===== src/rtl/nand_front_pkg.sv =====
package nand_front_pkg;
  localparam int WORD_W = 8;
  localparam logic [WORD_W-1:0] OP_STATUS    = 8'h70;
  localparam logic [WORD_W-1:0] OP_STATUS_MD = 8'h78;
  localparam logic [WORD_W-1:0] OP_RESET     = 8'hFF;

  typedef enum logic [2:0] {
    CYC_NONE,
    CYC_CMD,
    CYC_ADDR,
    CYC_DATA,
    CYC_BAD
  } cycle_e;

  // Decide the meaning of a strobe edge from the latch-enable levels.
  function automatic cycle_e classify(input logic sel, input logic cle, input logic ale);
    if (!sel)            return CYC_NONE;
    else if (cle && ale) return CYC_BAD;
    else if (cle)        return CYC_CMD;
    else if (ale)        return CYC_ADDR;
    else                 return CYC_DATA;
  endfunction

  function automatic logic busy_exempt(input logic [WORD_W-1:0] op);
    return (op == OP_STATUS) || (op == OP_STATUS_MD) || (op == OP_RESET);
  endfunction
endpackage


===== src/rtl/nand_sync.sv =====
module nand_sync #(
  parameter int W = 1,
  parameter logic [W-1:0] RST_VAL = '0
) (
  input  logic         clk,
  input  logic         rst_n,
  input  logic [W-1:0] d,
  output logic [W-1:0] q
);
  for (genvar i = 0; i < W; i++) begin : g_bit
    logic s1, s2;
    always_ff @(posedge clk or negedge rst_n) begin
      if (!rst_n) begin
        s1 <= RST_VAL[i];
        s2 <= RST_VAL[i];
      end else begin
        s1 <= d[i];
        s2 <= s1;
      end
    end
    assign q[i] = s2;
  end
endmodule


===== src/rtl/nand_edge.sv =====
module nand_edge #(
  parameter int W = 1,
  parameter logic [W-1:0] RST_VAL = '0
) (
  input  logic         clk,
  input  logic         rst_n,
  input  logic [W-1:0] lvl,
  output logic [W-1:0] rise,
  output logic [W-1:0] fall
);
  logic [W-1:0] prev;
  always_ff @(posedge clk or negedge rst_n) begin
    if (!rst_n) prev <= RST_VAL;
    else        prev <= lvl;
  end
  assign rise = lvl & ~prev;
  assign fall = ~lvl & prev;
endmodule


===== src/rtl/nand_lane.sv =====
module nand_lane
  import nand_front_pkg::*;
#(
  parameter int ADDR_CYCLES = 5,
  parameter int ADDR_BITS   = 36,
  localparam int ADDR_W = ADDR_CYCLES * WORD_W,
  localparam int CNT_W  = $clog2(ADDR_CYCLES + 1)
) (
  input  logic              clk,
  input  logic              rst_n,
  input  logic              ce_n_s,
  input  logic              busy,
  input  logic              cle_s,
  input  logic              ale_s,
  input  logic              we_rise,
  input  logic              re_fall,
  input  logic [WORD_W-1:0] io_s,
  output logic              cmd_valid,
  output logic [WORD_W-1:0] cmd_code,
  output logic              addr_valid,
  output logic [ADDR_W-1:0] addr_value,
  output logic [CNT_W-1:0]  addr_count,
  output logic              addr_fault,
  output logic              din_valid,
  output logic              dout_req,
  output logic              standby
);
  localparam logic [CNT_W-1:0] CNT_MAX = CNT_W'(ADDR_CYCLES);

  cycle_e            cyc;
  logic              cmd_take;
  logic              addr_take;
  logic [ADDR_W-1:0] addr_next;
  logic [WORD_W-1:0] live_mask;

  function automatic logic [WORD_W-1:0] used_mask(input logic [CNT_W-1:0] k);
    logic [WORD_W-1:0] m;
    for (int i = 0; i < WORD_W; i++) m[i] = ((int'(k) * WORD_W + i) < ADDR_BITS);
    return m;
  endfunction

  assign cyc       = classify(~ce_n_s, cle_s, ale_s);
  assign cmd_take  = we_rise && (cyc == CYC_CMD) && (!busy || busy_exempt(io_s));
  assign addr_take = we_rise && (cyc == CYC_ADDR) && (addr_count < CNT_MAX);
  assign live_mask = used_mask(addr_count);

  if (ADDR_CYCLES == 1) begin : g_one
    assign addr_next = io_s;
  end else begin : g_shift
    assign addr_next = {io_s, addr_value[ADDR_W-1:WORD_W]};
  end

  always_ff @(posedge clk or negedge rst_n) begin
    if (!rst_n) begin
      cmd_valid  <= 1'b0;
      cmd_code   <= '0;
      addr_valid <= 1'b0;
      addr_value <= '0;
      addr_count <= '0;
      addr_fault <= 1'b0;
      din_valid  <= 1'b0;
      dout_req   <= 1'b0;
      standby    <= 1'b1;
    end else begin
      cmd_valid  <= cmd_take;
      addr_valid <= addr_take;
      addr_fault <= addr_take && |(io_s & ~live_mask);
      din_valid  <= we_rise && (cyc == CYC_DATA);
      dout_req   <= re_fall && (cyc == CYC_DATA);
      standby    <= ce_n_s && !busy;
      if (cmd_take) begin
        cmd_code   <= io_s;
        addr_value <= '0;
        addr_count <= '0;
      end else if (addr_take) begin
        addr_value <= addr_next;
        addr_count <= addr_count + 1'b1;
      end
    end
  end
endmodule


===== src/rtl/nand_bus_front.sv =====
module nand_bus_front
  import nand_front_pkg::*;
#(
  parameter int N_CE        = 2,
  parameter int ADDR_CYCLES = 5,
  parameter int ADDR_BITS   = 36,
  localparam int ADDR_W = ADDR_CYCLES * WORD_W,
  localparam int CNT_W  = $clog2(ADDR_CYCLES + 1)
) (
  input  logic                     clk,
  input  logic                     rst_n,
  input  logic [N_CE-1:0]          ce_n,
  input  logic                     we_n,
  input  logic                     re_n,
  input  logic                     cle,
  input  logic                     ale,
  input  logic                     wp_n,
  input  logic [WORD_W-1:0]        io_in,
  input  logic [N_CE-1:0]          busy,
  output logic [N_CE-1:0]          cmd_valid,
  output logic [N_CE*WORD_W-1:0]   cmd_code,
  output logic [N_CE-1:0]          addr_valid,
  output logic [N_CE*ADDR_W-1:0]   addr_value,
  output logic [N_CE*CNT_W-1:0]    addr_count,
  output logic [N_CE-1:0]          addr_fault,
  output logic [N_CE-1:0]          din_valid,
  output logic [WORD_W-1:0]        din_data,
  output logic [N_CE-1:0]          dout_req,
  output logic [N_CE-1:0]          standby,
  output logic                     write_locked
);
  localparam int CTL_W = N_CE + 5;
  localparam logic [CTL_W-1:0] CTL_RST = {{N_CE{1'b1}}, 1'b1, 1'b1, 1'b0, 1'b0, 1'b1};

  logic [CTL_W-1:0]  ctl_s;
  logic [N_CE-1:0]   ce_n_s;
  logic              we_s, re_s, cle_s, ale_s, wp_s;
  logic [WORD_W-1:0] io_s;
  logic [1:0]        rise, fall;
  logic              we_rise, re_fall;

  nand_sync #(.W(CTL_W), .RST_VAL(CTL_RST)) u_ctl_sync (
    .clk(clk), .rst_n(rst_n),
    .d({ce_n, we_n, re_n, cle, ale, wp_n}),
    .q(ctl_s)
  );

  nand_sync #(.W(WORD_W), .RST_VAL('0)) u_io_sync (
    .clk(clk), .rst_n(rst_n), .d(io_in), .q(io_s)
  );

  assign {ce_n_s, we_s, re_s, cle_s, ale_s, wp_s} = ctl_s;

  nand_edge #(.W(2), .RST_VAL(2'b11)) u_edge (
    .clk(clk), .rst_n(rst_n), .lvl({we_s, re_s}), .rise(rise), .fall(fall)
  );

  assign we_rise      = rise[1];
  assign re_fall      = fall[0];
  assign write_locked = ~wp_s;

  always_ff @(posedge clk or negedge rst_n) begin
    if (!rst_n)       din_data <= '0;
    else if (we_rise) din_data <= io_s;
  end

  for (genvar g = 0; g < N_CE; g++) begin : g_lane
    nand_lane #(.ADDR_CYCLES(ADDR_CYCLES), .ADDR_BITS(ADDR_BITS)) u_lane (
      .clk(clk), .rst_n(rst_n),
      .ce_n_s(ce_n_s[g]), .busy(busy[g]),
      .cle_s(cle_s), .ale_s(ale_s),
      .we_rise(we_rise), .re_fall(re_fall), .io_s(io_s),
      .cmd_valid(cmd_valid[g]),
      .cmd_code(cmd_code[g*WORD_W +: WORD_W]),
      .addr_valid(addr_valid[g]),
      .addr_value(addr_value[g*ADDR_W +: ADDR_W]),
      .addr_count(addr_count[g*CNT_W +: CNT_W]),
      .addr_fault(addr_fault[g]),
      .din_valid(din_valid[g]),
      .dout_req(dout_req[g]),
      .standby(standby[g])
    );
  end
endmodule


===== config.mk =====
export PLATFORM = sky130hd
export DESIGN_NAME = nand_bus_front
export DESIGN_NICKNAME = d
export VERILOG_FILES = /design/src/rtl/nand_front_pkg.sv /design/src/rtl/nand_sync.sv /design/src/rtl/nand_edge.sv /design/src/rtl/nand_lane.sv /design/src/rtl/nand_bus_front.sv
export SDC_FILE = /design/constraint.sdc
export NUM_CORES = 1
export LEC_CHECK = 0
export BUFFER_PORTS_ARGS = -buffer_cell sky130_fd_sc_hd__buf_2
export CAP_MARGIN = 20
export CORE_ASPECT_RATIO = 1.2
export CORE_MARGIN = 5
export CORE_UTILIZATION = 40
export CTS_CLUSTER_SIZE = 24
export DETAILED_ROUTE_END_ITERATION = 8
export MAX_ROUTING_LAYER = met4
export REMOVE_ABC_BUFFERS = 1
export SYNTH_ARGS = -nofsm -noshare
export SYNTH_HDL_FRONTEND = slang
export SYNTH_SLANG_ARGS = --single-unit

===== constraint.sdc =====
create_clock -name clk -period 2.26 [get_ports clk]
set_clock_uncertainty 0.1 [all_clocks]
set_input_delay 0.565 -clock clk [delete_from_list [all_inputs] [get_ports clk]]
set_output_delay 0.565 -clock clk [all_outputs]
set_load 0.01 [all_outputs]

==> impl_metrics.yaml, run 1 <==
layout:
  final_core_util: 0.506
  fin_area_um2: 7230
  final_common_cell: "nand2_1"
  nNetsFinal: 669
  mostFrequentLayoutCells: "nand2_1, dfrtp_1, buf_2"
  layoutNonFillerInstCount: 836
  area_growth_pct: 25.4
  drive_gt1_frac: 0.348
  final.fill_count: 1344
  seqCellArea_um2: 3870
  diodes: 0
  multi_input_area_um2: 1610
placed_design:
  routabilityCongestion: 0.761
  place.port_buffers: 141
  dp.final_hpwl_um: 9160
  placed_area_um2: 6670
  dp_cells: 803
die:
  rows: 48
  initial_utilization: 0.404
  coreArea_um2: 14300
  die_area_um2: 16900
  fp.dieW_um: 120
  ioPinCount: 142
  die_h_um: 142
setup_path:
  r2r_setup_slack_ns: 0.25
  end_kind: "flip-flop"
  reg2reg_from: "u_ctl_sync.g_bit[4].s2"
  cp.arrival_ns: 2.24
  critPathLaunch: "u_ctl_sync.g_bit[4].s2"
  crit_path_max_incr_delay_ns: 0.55
  worstPathCellList: "nand4bb_1 -> or3_1 -> inv_2 -> buf_12 -> nand2_1 -> a21oi_1"
  path_max_fanout: 33
  path_delay_family: "simple AND/OR/NAND/NOR gates"
  cp_num_buf_inv: 2
  cp-start-kind: "flip-flop"
  worstPathRequired_ns: 2.49
  crit_path_top_delay_cell: "dfstp_2"
  rr_worst_depth: 6
  critPathKind: "flip-flop to flip-flop"
  timing.rr.end: "g_lane[1].u_lane.addr_value[0]"
power_and_ir_drop:
  clkPwrFrac: 0.383
  power_density_nw_per_um2: 958
  internal-power_mw: 5.07
  power_mw: 6.93
  p_comb_frac: 0.137
  p_sw_mw: 1.86
  power_leakage_nw: 3.60
  seqPwrFrac: 0.481
  ir_drop_mv: 0.519
  swShare: 0.269
global_routing:
  antenna_found_initial: 0
  use_met1: 0.209
  grt_overflow: 0
  grt_usage: 0.171
  use_met3: 0.0494
  grt.busiest_layer: "met2"
  grt_pass1_vias: 4070
  grt_pass1_wl_um: 21900
  grt_max_degree: 50
  met2_usage: 0.276
route:
  drtAntennaViolNets: 0
  dr_total_vias: 4090
  remaining_drc_errors: 0
  firstDrtPassIters: 5
  drt-vias-per-instance: 4.89
  first_iter_violations: 357
  drt_wl_total_um: 13600
  wire_per_inst_um: 16.3
timing:
  finalSetupViolCount: 0
  drv_slew: 0
  hold_slack_ns: 0.147
  worst_slew_margin_rel: 0.635
  post-route-min-period_ns: 2.01
  rsz0062_at_grt: "no"
  fmax_ghz: 0.499
  hold_violations: 0
  fin_crit_sh: 0.887
  tightest_slew_ns: 0.547
cts:
  cts_setup_buffers: 0
  cts_tree: "done"
  cts_sinks: 154
  cts_made_buffers: 17
  cts_root_buffer: "clkbuf_16"
  clk_pin_slew_ns: 0.06
  clk-insertion-delay-late_ns: 0.41
  cts_buffer_depth: 2
  htree_num_levels: 4
synthesis:
  synthArstFlopShare: 1.00
  ys_seq_area_frac: 0.671
  avgSynthCellArea_um2: 11.4
  synth_area_um2: 5770
  synthCells: 508
  synth_seq_cells: 154
  synth_warnings: 0
  synth_edf_count: 0
  ys_types: 28
  yosys_most_used_dff: "dfrtp_1"
run_status:
  status: "finished clean"
flow_run:
  drv_cap: 0
hold_path:
  hold_class: "input port to flip-flop"
  min-delay-start: "ce_n[0]"
  hold_end: "u_ctl_sync.g_bit[5].s1"
  hold_depth: 1
-- layout make-up --
cell class                 count  area share
sequential                   154       0.535
multi-input combinational    310       0.223
timing repair buffer         162       0.133
inverter                       3     0.00156
clock buffer                  21      0.0637
clock inverter                11      0.0135
tap                          175      0.0303
-- timing repair --
item | in CTS | in global routing
gates resized for setup | 0 | 0
endpoints found under the hold margin | 1 | 0
hold buffers | 1 | 0
-- metrics by stage --
stage	setup slack [ns]	setup TNS [ns]
after floorplan	-0.223	-15.01
after global placement	0.278	0
after detailed placement	0.256	0
after CTS	0.250	0
after global routing	0.118	0
final	0.255	0
-- worst reg2reg max path, delay by kind of cell (launching register included) --
family                 cells  cell delay, ns
buffers and inverters      2            0.42
and+or+nand+nor            3            0.74
AOI/OAI and AO/OA          1            0.13
DFF                        1            0.55
-- cell usage after synthesis (2+ instances only) --
master / instances / area share
nor2_1: 7 / 0.0046
dfrtp_1: 140 / 0.61
a31oi_4: 2 / 0.0074
buf_2: 4 / 0.0035
buf_4: 24 / 0.031
and4b_1: 2 / 0.0035
ha_1: 2 / 0.0043
dfstp_2: 14 / 0.064
nand4bb_1: 2 / 0.0039
or3_1: 2 / 0.0022
mux2_1: 4 / 0.0078
nor4_1: 5 / 0.0054
inv_2: 2 / 0.0013
xnor2_1: 4 / 0.0061
a211o_1: 2 / 0.0030
mux2_2: 20 / 0.039
clkbuf_1: 10 / 0.0065
nand2_1: 164 / 0.11
nand2b_1: 2 / 0.0022
buf_6: 3 / 0.0059
a21oi_1: 82 / 0.071
nor4b_1: 2 / 0.0030
nand3_1: 2 / 0.0017
o21a_1: 2 / 0.0026
nor2b_1: 2 / 0.0022
-- per-layer routing --
| metal | routed length [um] | vias to the layer above |
|---|---|---|
| met4 | 202 | 0 |
| met1 | 5710 | 2022 |
| li1 | - | 1938 |
| met5 | 0 | - |
| met3 | 763 | 14 |
| met2 | 6910 | 116 |
-- worst max-delay path by stage --
stage | to | slack [ns] | cells past startpoint
4_1_cts | g_lane[1].u_lane.cmd_code[2] | 0.25 | 4
5_1_grt | g_lane[1].u_lane.addr_value[11] | 0.12 | 6
6_report | g_lane[1].u_lane.addr_value[0] | 0.25 | 6
3_3_place_gp | g_lane[1].u_lane.cmd_code[4] | 0.28 | 4
2_1_floorplan | g_lane[1].u_lane.addr_count[0] | -0.22 | 5
3_5_place_dp | g_lane[1].u_lane.cmd_code[1] | 0.26 | 4
-- flip-flops by register name (all words and copies together) (netlist names) --
name                      count
u_edge.prev                   2
u_io_sync.g_bit.s1            8
g_lane.u_lane.dout_req        2
din_data                      8
g_lane.u_lane.standby         2
g_lane.u_lane.addr_valid      2
g_lane.u_lane.addr_value     80
g_lane.u_lane.addr_fault      2
u_ctl_sync.g_bit.s1           7
g_lane.u_lane.cmd_valid       2
g_lane.u_lane.cmd_code       16
g_lane.u_lane.addr_count      6
u_io_sync.g_bit.s2            8
g_lane.u_lane.din_valid       2
u_ctl_sync.g_bit.s2           7
-- power by group through the flow --
stage	clock network [mW]	registers (mW)	logic, mW
global placement	0	3.36	0.958
detailed placement	0	3.38	0.974
global route	2.84	3.38	1.06
floorplan	0	3.48	0.314
finish	2.65	3.33	0.946
CTS	2.72	3.33	0.978
-- cell families after synthesis --
| kind of cell | Yosys count | share of synthesized area |
|---|---|---|
| simple gates | 192 | 0.138 |
| flops | 154 | 0.671 |
| compound gates | 88 | 0.0842 |
| buf+inv | 44 | 0.0490 |
| mux | 24 | 0.0469 |
| xor+xnor | 4 | 0.00607 |
| fa+ha+maj | 2 | 0.00434 |
Power figures use the tool's default switching activity.
==> inputs of run 2 (changes only) <==
- clock period: 2.26 -> 2.01 ns (I/O delays scaled with it)
==> impl_metrics.yaml, run 2 (synthesized netlist as in run 1, its figures left out) <==
run_status:
  status: "finished clean"
cts:
  clk-insertion-delay-late_ns: 0.41
  cts_made_buffers: 17
  cts_setup_buffers: 0
  cts_tree: "done"
  cts_root_buffer: "clkbuf_16"
  cts_buffer_depth: 2
  cts_sinks: 154
  htree_num_levels: 4
  clk_pin_slew_ns: 0.06
layout:
  final.fill_count: 1319
  final_common_cell: "nand2_1"
  top_register: "g_lane.u_lane.addr_value"
  nNetsFinal: 675
  layoutNonFillerInstCount: 841
  area_growth_pct: 27.4
  diodes: 0
  mostFrequentLayoutCells: "nand2_1, buf_2, dfrtp_1"
  reg_top3: "g_lane.u_lane.addr_value (80), g_lane.u_lane.cmd_code (16)"
  drive_gt1_frac: 0.351
  largest_reg_flops: 80
global_routing:
  grt_pass1_vias: 4259
  grt_overflow: 0
  grt_max_degree: 48
  antenna_found_initial: 0
  grt_usage: 0.176
  grt_pass1_wl_um: 22700
power_and_ir_drop:
  power_density_nw_per_um2: 1090
  ir_drop_mv: 0.650
  power_leakage_nw: 3.66
placed_design:
  dp.final_hpwl_um: 9400
  place.port_buffers: 141
  routabilityCongestion: 0.747
  post-place-ws_ns: 0.0651
  dp_cells: 809
route:
  wire_per_inst_um: 16.3
  first_iter_violations: 331
  dr_total_vias: 4122
  remaining_drc_errors: 0
  firstDrtPassIters: 7
  drt_wl_total_um: 13700
  drt-vias-per-instance: 4.90
  drtAntennaViolNets: 0
die:
  die_h_um: 142
  initial_utilization: 0.404
  fp.dieW_um: 120
  coreArea_um2: 14300
  die_area_um2: 16900
  rows: 48
  ioPinCount: 142
timing:
  hold_violations: 0
  fin_crit_sh: 0.957
  fmax_ghz: 0.520
  drv_slew: 0
  tightest_slew_ns: 0.584
  post-route-min-period_ns: 1.92
  finalSetupTns_ns: 0
  worst_slew_margin_rel: 0.611
  worst_slack_ns: 0.0873
  finalSetupViolCount: 0
setup_path:
  worstPathRequired_ns: 2.21
  cp-start-kind: "flip-flop"
  end_kind: "flip-flop"
  crit_path_top_delay_cell: "or4_4"
  worstPathCellList: "or4_4 -> a31oi_4 -> buf_12 -> mux2_2"
  crit_path_max_incr_delay_ns: 0.58
  critPathKind: "flip-flop to flip-flop"
  cp.arrival_ns: 2.12
  path_max_fanout: 16
flow_run:
  drv_cap: 0
hold_path:
  hold_class: "input port to flip-flop"
## run 2: changes by cell type in the layout (fill, tap and decap cells not counted), sizes merged
cell,before,now
clkinvlp,4,1
clkbuf,21,24
clkinv,6,3
bufinv,1,3
buf,161,167
## run 2: report_power, final
group / total, mW / leakage [nW] / switching (mW) / internal, mW
Clock: 3.17 / 0.284 / 1.16 / 2.01
Combinational: 1.10 / 1.39 / 0.605 / 0.494
Sequential: 3.75 / 1.99 / 0.283 / 3.46
## run 2: through the flow
step	total power [mW]	utilization	instance area (um^2)	hold WS (ns)
floorplan	4.26	-	5500	0.107
global placement	4.87	0.471	6740	0.232
CTS	8.12	0.513	7330	0.0613
finish	8.02	0.514	7350	0.0830
detailed placement	4.92	0.471	6740	0.235
global route	8.42	0.514	7350	0.0626
## run 2: routing by layer
layer,GRT usage,part of all wire,wire length (um),vias up
met5,-,0,0,-
met4,0.0730,0.023,311,0
met3,0.0486,0.052,712,22
met2,0.280,0.51,6980,124
met1,0.212,0.41,5670,2028
li1,-,-,-,1948
## run 2: final timing paths
check | start | to | slack [ns] | cells after the start
worst max-delay path | u_io_sync.g_bit[1].s2 | g_lane[1].u_lane.cmd_code[4] | 0.09 | 4
worst min-delay path | ce_n[0] | u_ctl_sync.g_bit[5].s1 | 0.08 | 1
worst max register to register | u_io_sync.g_bit[1].s2 | g_lane[1].u_lane.cmd_code[4] | 0.09 | 4
worst min register to register | u_io_sync.g_bit[6].s1 | u_io_sync.g_bit[6].s2 | 0.25 | 0
max in group asynchronous | rst_n | u_ctl_sync.g_bit[3].s1 | 0.66 | 3
min in group asynchronous | rst_n | g_lane[0].u_lane.cmd_valid | 0.51 | 2
## run 2: timing repair
item,in CTS,in global routing
hold buffers,1,0
endpoints found under the hold margin,41,0
gates resized for setup,0,2
setup endpoints to repair,0,78
## run 2: worst max-delay path, delay by kind of cell, from the launching register on
family | cells | cell delay (ns)
AND/OR/NAND/NOR | 1 | 0.58
flip-flops | 1 | 0.37
multiplexers | 1 | 0.34
AO/OA/AOI/OAI | 1 | 0.23
buffers and inverters | 1 | 0.18
## run 2: area by class of cell
cell class	instances	area, um^2	area share
Multi-Input combinational cell	310	1630	0.222
Clock inverter	7	116	0.0158
Timing Repair Buffer	168	1030	0.140
Sequential cell	154	3870	0.527
Inverter	3	11.3	0.00153
Clock buffer	24	472	0.0642
Tap cell	175	219	0.0298
==> inputs of run 3 (changes only) <==
- SYNTH_HIERARCHICAL: unset -> 1
==> impl_metrics.yaml, run 3 <==
cts:
  clk_pin_slew_ns: 0.06
  clk-insertion-delay-late_ns: 0.42
  cts_tree: "done"
  cts_sinks: 154
  htree_num_levels: 4
  cts_buffer_depth: 2
  cts_made_buffers: 17
  cts_root_buffer: "clkbuf_16"
setup_path:
  cp-start-kind: "flip-flop"
  path_max_fanout: 6
  worstPathRequired_ns: 2.20
  cp_num_buf_inv: 1
  cp.arrival_ns: 2.24
  critPathKind: "flip-flop to flip-flop"
  crit_path_top_delay_cell: "dfrtp_2"
  end_kind: "flip-flop"
  path_delay_family: "compound AO/OA/AOI/OAI gates"
  crit_path_max_incr_delay_ns: 0.44
  worstPathCellList: "o41ai_2 -> a31oi_1 -> a211oi_4 -> buf_6 -> mux2_1"
layout:
  top_register: "g_lane.u_lane/addr_value"
  diodes: 0
  mostFrequentLayoutCells: "nand2_1, buf_2, dfrtp_1"
  area_growth_pct: 27.9
  drive_gt1_frac: 0.365
  final.fill_count: 1305
  final_common_cell: "nand2_1"
  multi_input_area_um2: 1720
  seqCellArea_um2: 3870
  reg_top3: "g_lane.u_lane/addr_value (80), g_lane.u_lane/cmd_code (16)"
  nNetsFinal: 697
  largest_reg_flops: 80
placed_design:
  dp.final_hpwl_um: 9550
  routabilityCongestion: 0.772
  post-place-ws_ns: 0.00879
  place.port_buffers: 141
run_status:
  violations: "setup timing"
  status: "finished with violations"
synthesis:
  synth_warnings: 6
  avgSynthCellArea_um2: 11.3
  synthCells: 521
  synth_area_um2: 5880
route:
  drtAntennaViolNets: 0
  firstDrtPassIters: 4
  first_iter_violations: 215
  drt-vias-per-instance: 4.84
  drt_wl_total_um: 13800
  dr_total_vias: 4169
  wire_per_inst_um: 16.0
  remaining_drc_errors: 0
timing:
  finalSetupViolCount: 20
  tightest_slew_ns: 0.431
  fmax_ghz: 0.488
  worst_slew_margin_rel: 0.712
  hold_violations: 0
  drv_slew: 0
  fin_crit_sh: 1.02
  rsz0062_at_grt: "yes"
  post-route-min-period_ns: 2.05
  worst_slack_ns: -0.0378
global_routing:
  grt_overflow: 0
  antenna_found_initial: 0
  grt_max_degree: 46
  grt_pass1_wl_um: 22200
  grt_usage: 0.169
  grt_pass1_vias: 4295
die:
  ioPinCount: 142
  die_area_um2: 17200
  die_h_um: 143
  initial_utilization: 0.408
  rows: 48
  coreArea_um2: 14400
  fp.dieW_um: 121
power_and_ir_drop:
  power_density_nw_per_um2: 1070
  power_mw: 8.02
  ir_drop_mv: 0.610
  power_leakage_nw: 3.76
flow_run:
  drv_cap: 0
hold_path:
  hold_class: "input port to flip-flop"
==> run 3: layout make-up <==
type | instances | area share
clock buffers | 22 | 0.0631
clock inverters | 10 | 0.0156
inverters | 7 | 0.00350
multi-input cells | 318 | 0.229
flip-flops and latches | 154 | 0.515
well taps | 175 | 0.0291
repair buffers | 176 | 0.144
==> run 3: layer usage <==
layer	up-vias	part of all wire	GRT usage
met5	-	0	-
met4	0	0.015	0.0555
met3	15	0.052	0.0499
met2	118	0.51	0.268
met1	2029	0.43	0.209
li1	2007	-	-
==> run 3: where the power goes <==
part,leakage (nW),total [mW],switching (mW),internal [mW]
Combinational,1.51,1.13,0.619,0.508
Clock,0.267,3.14,1.22,1.92
Sequential,1.99,3.75,0.289,3.46
==> run 3: what timing repair did <==
| action | in CTS | in global routing |
|---|---|---|
| endpoints found under the hold margin | 28 | 0 |
| hold buffers | 1 | 0 |
| pin swaps | 0 | 2 |
| setup buffers | 0 | 1 |
| setup endpoints to repair | 3 | 88 |
| gates resized for setup | 2 | 12 |
| cloned | 0 | 1 |
==> run 3: final timing paths <==
kind	from	endpoint	slack (ns)	depth (start not counted)
hold / removal	ce_n[1]	u_ctl_sync/g_bit[6].s1	0.08	1
setup / recovery	u_io_sync/g_bit[0].s2	g_lane[0].u_lane/cmd_code[6]	-0.04	5
hold reg to reg	u_io_sync/g_bit[4].s1	u_io_sync/g_bit[4].s2	0.25	0
setup reg to reg	u_io_sync/g_bit[0].s2	g_lane[0].u_lane/cmd_code[6]	-0.04	5
max in group asynchronous	rst_n	u_io_sync/g_bit[0].s2	0.76	3
min in group asynchronous	rst_n	u_io_sync/g_bit[5].s1	0.48	2
==> run 3: stage by stage <==
step	TNS, ns	cell area (um^2)	utilization	cells	hold slack (ns)
after floorplan	-124.58	5610	-	479	0.107
after global placement	0	6850	0.475	827	0.235
after detailed placement	0	6850	0.475	827	0.236
after CTS	0	7470	0.518	860	0.0568
after global routing	-1.21	7520	0.522	862	0.0614
final	-0.444	7520	0.522	862	0.0800
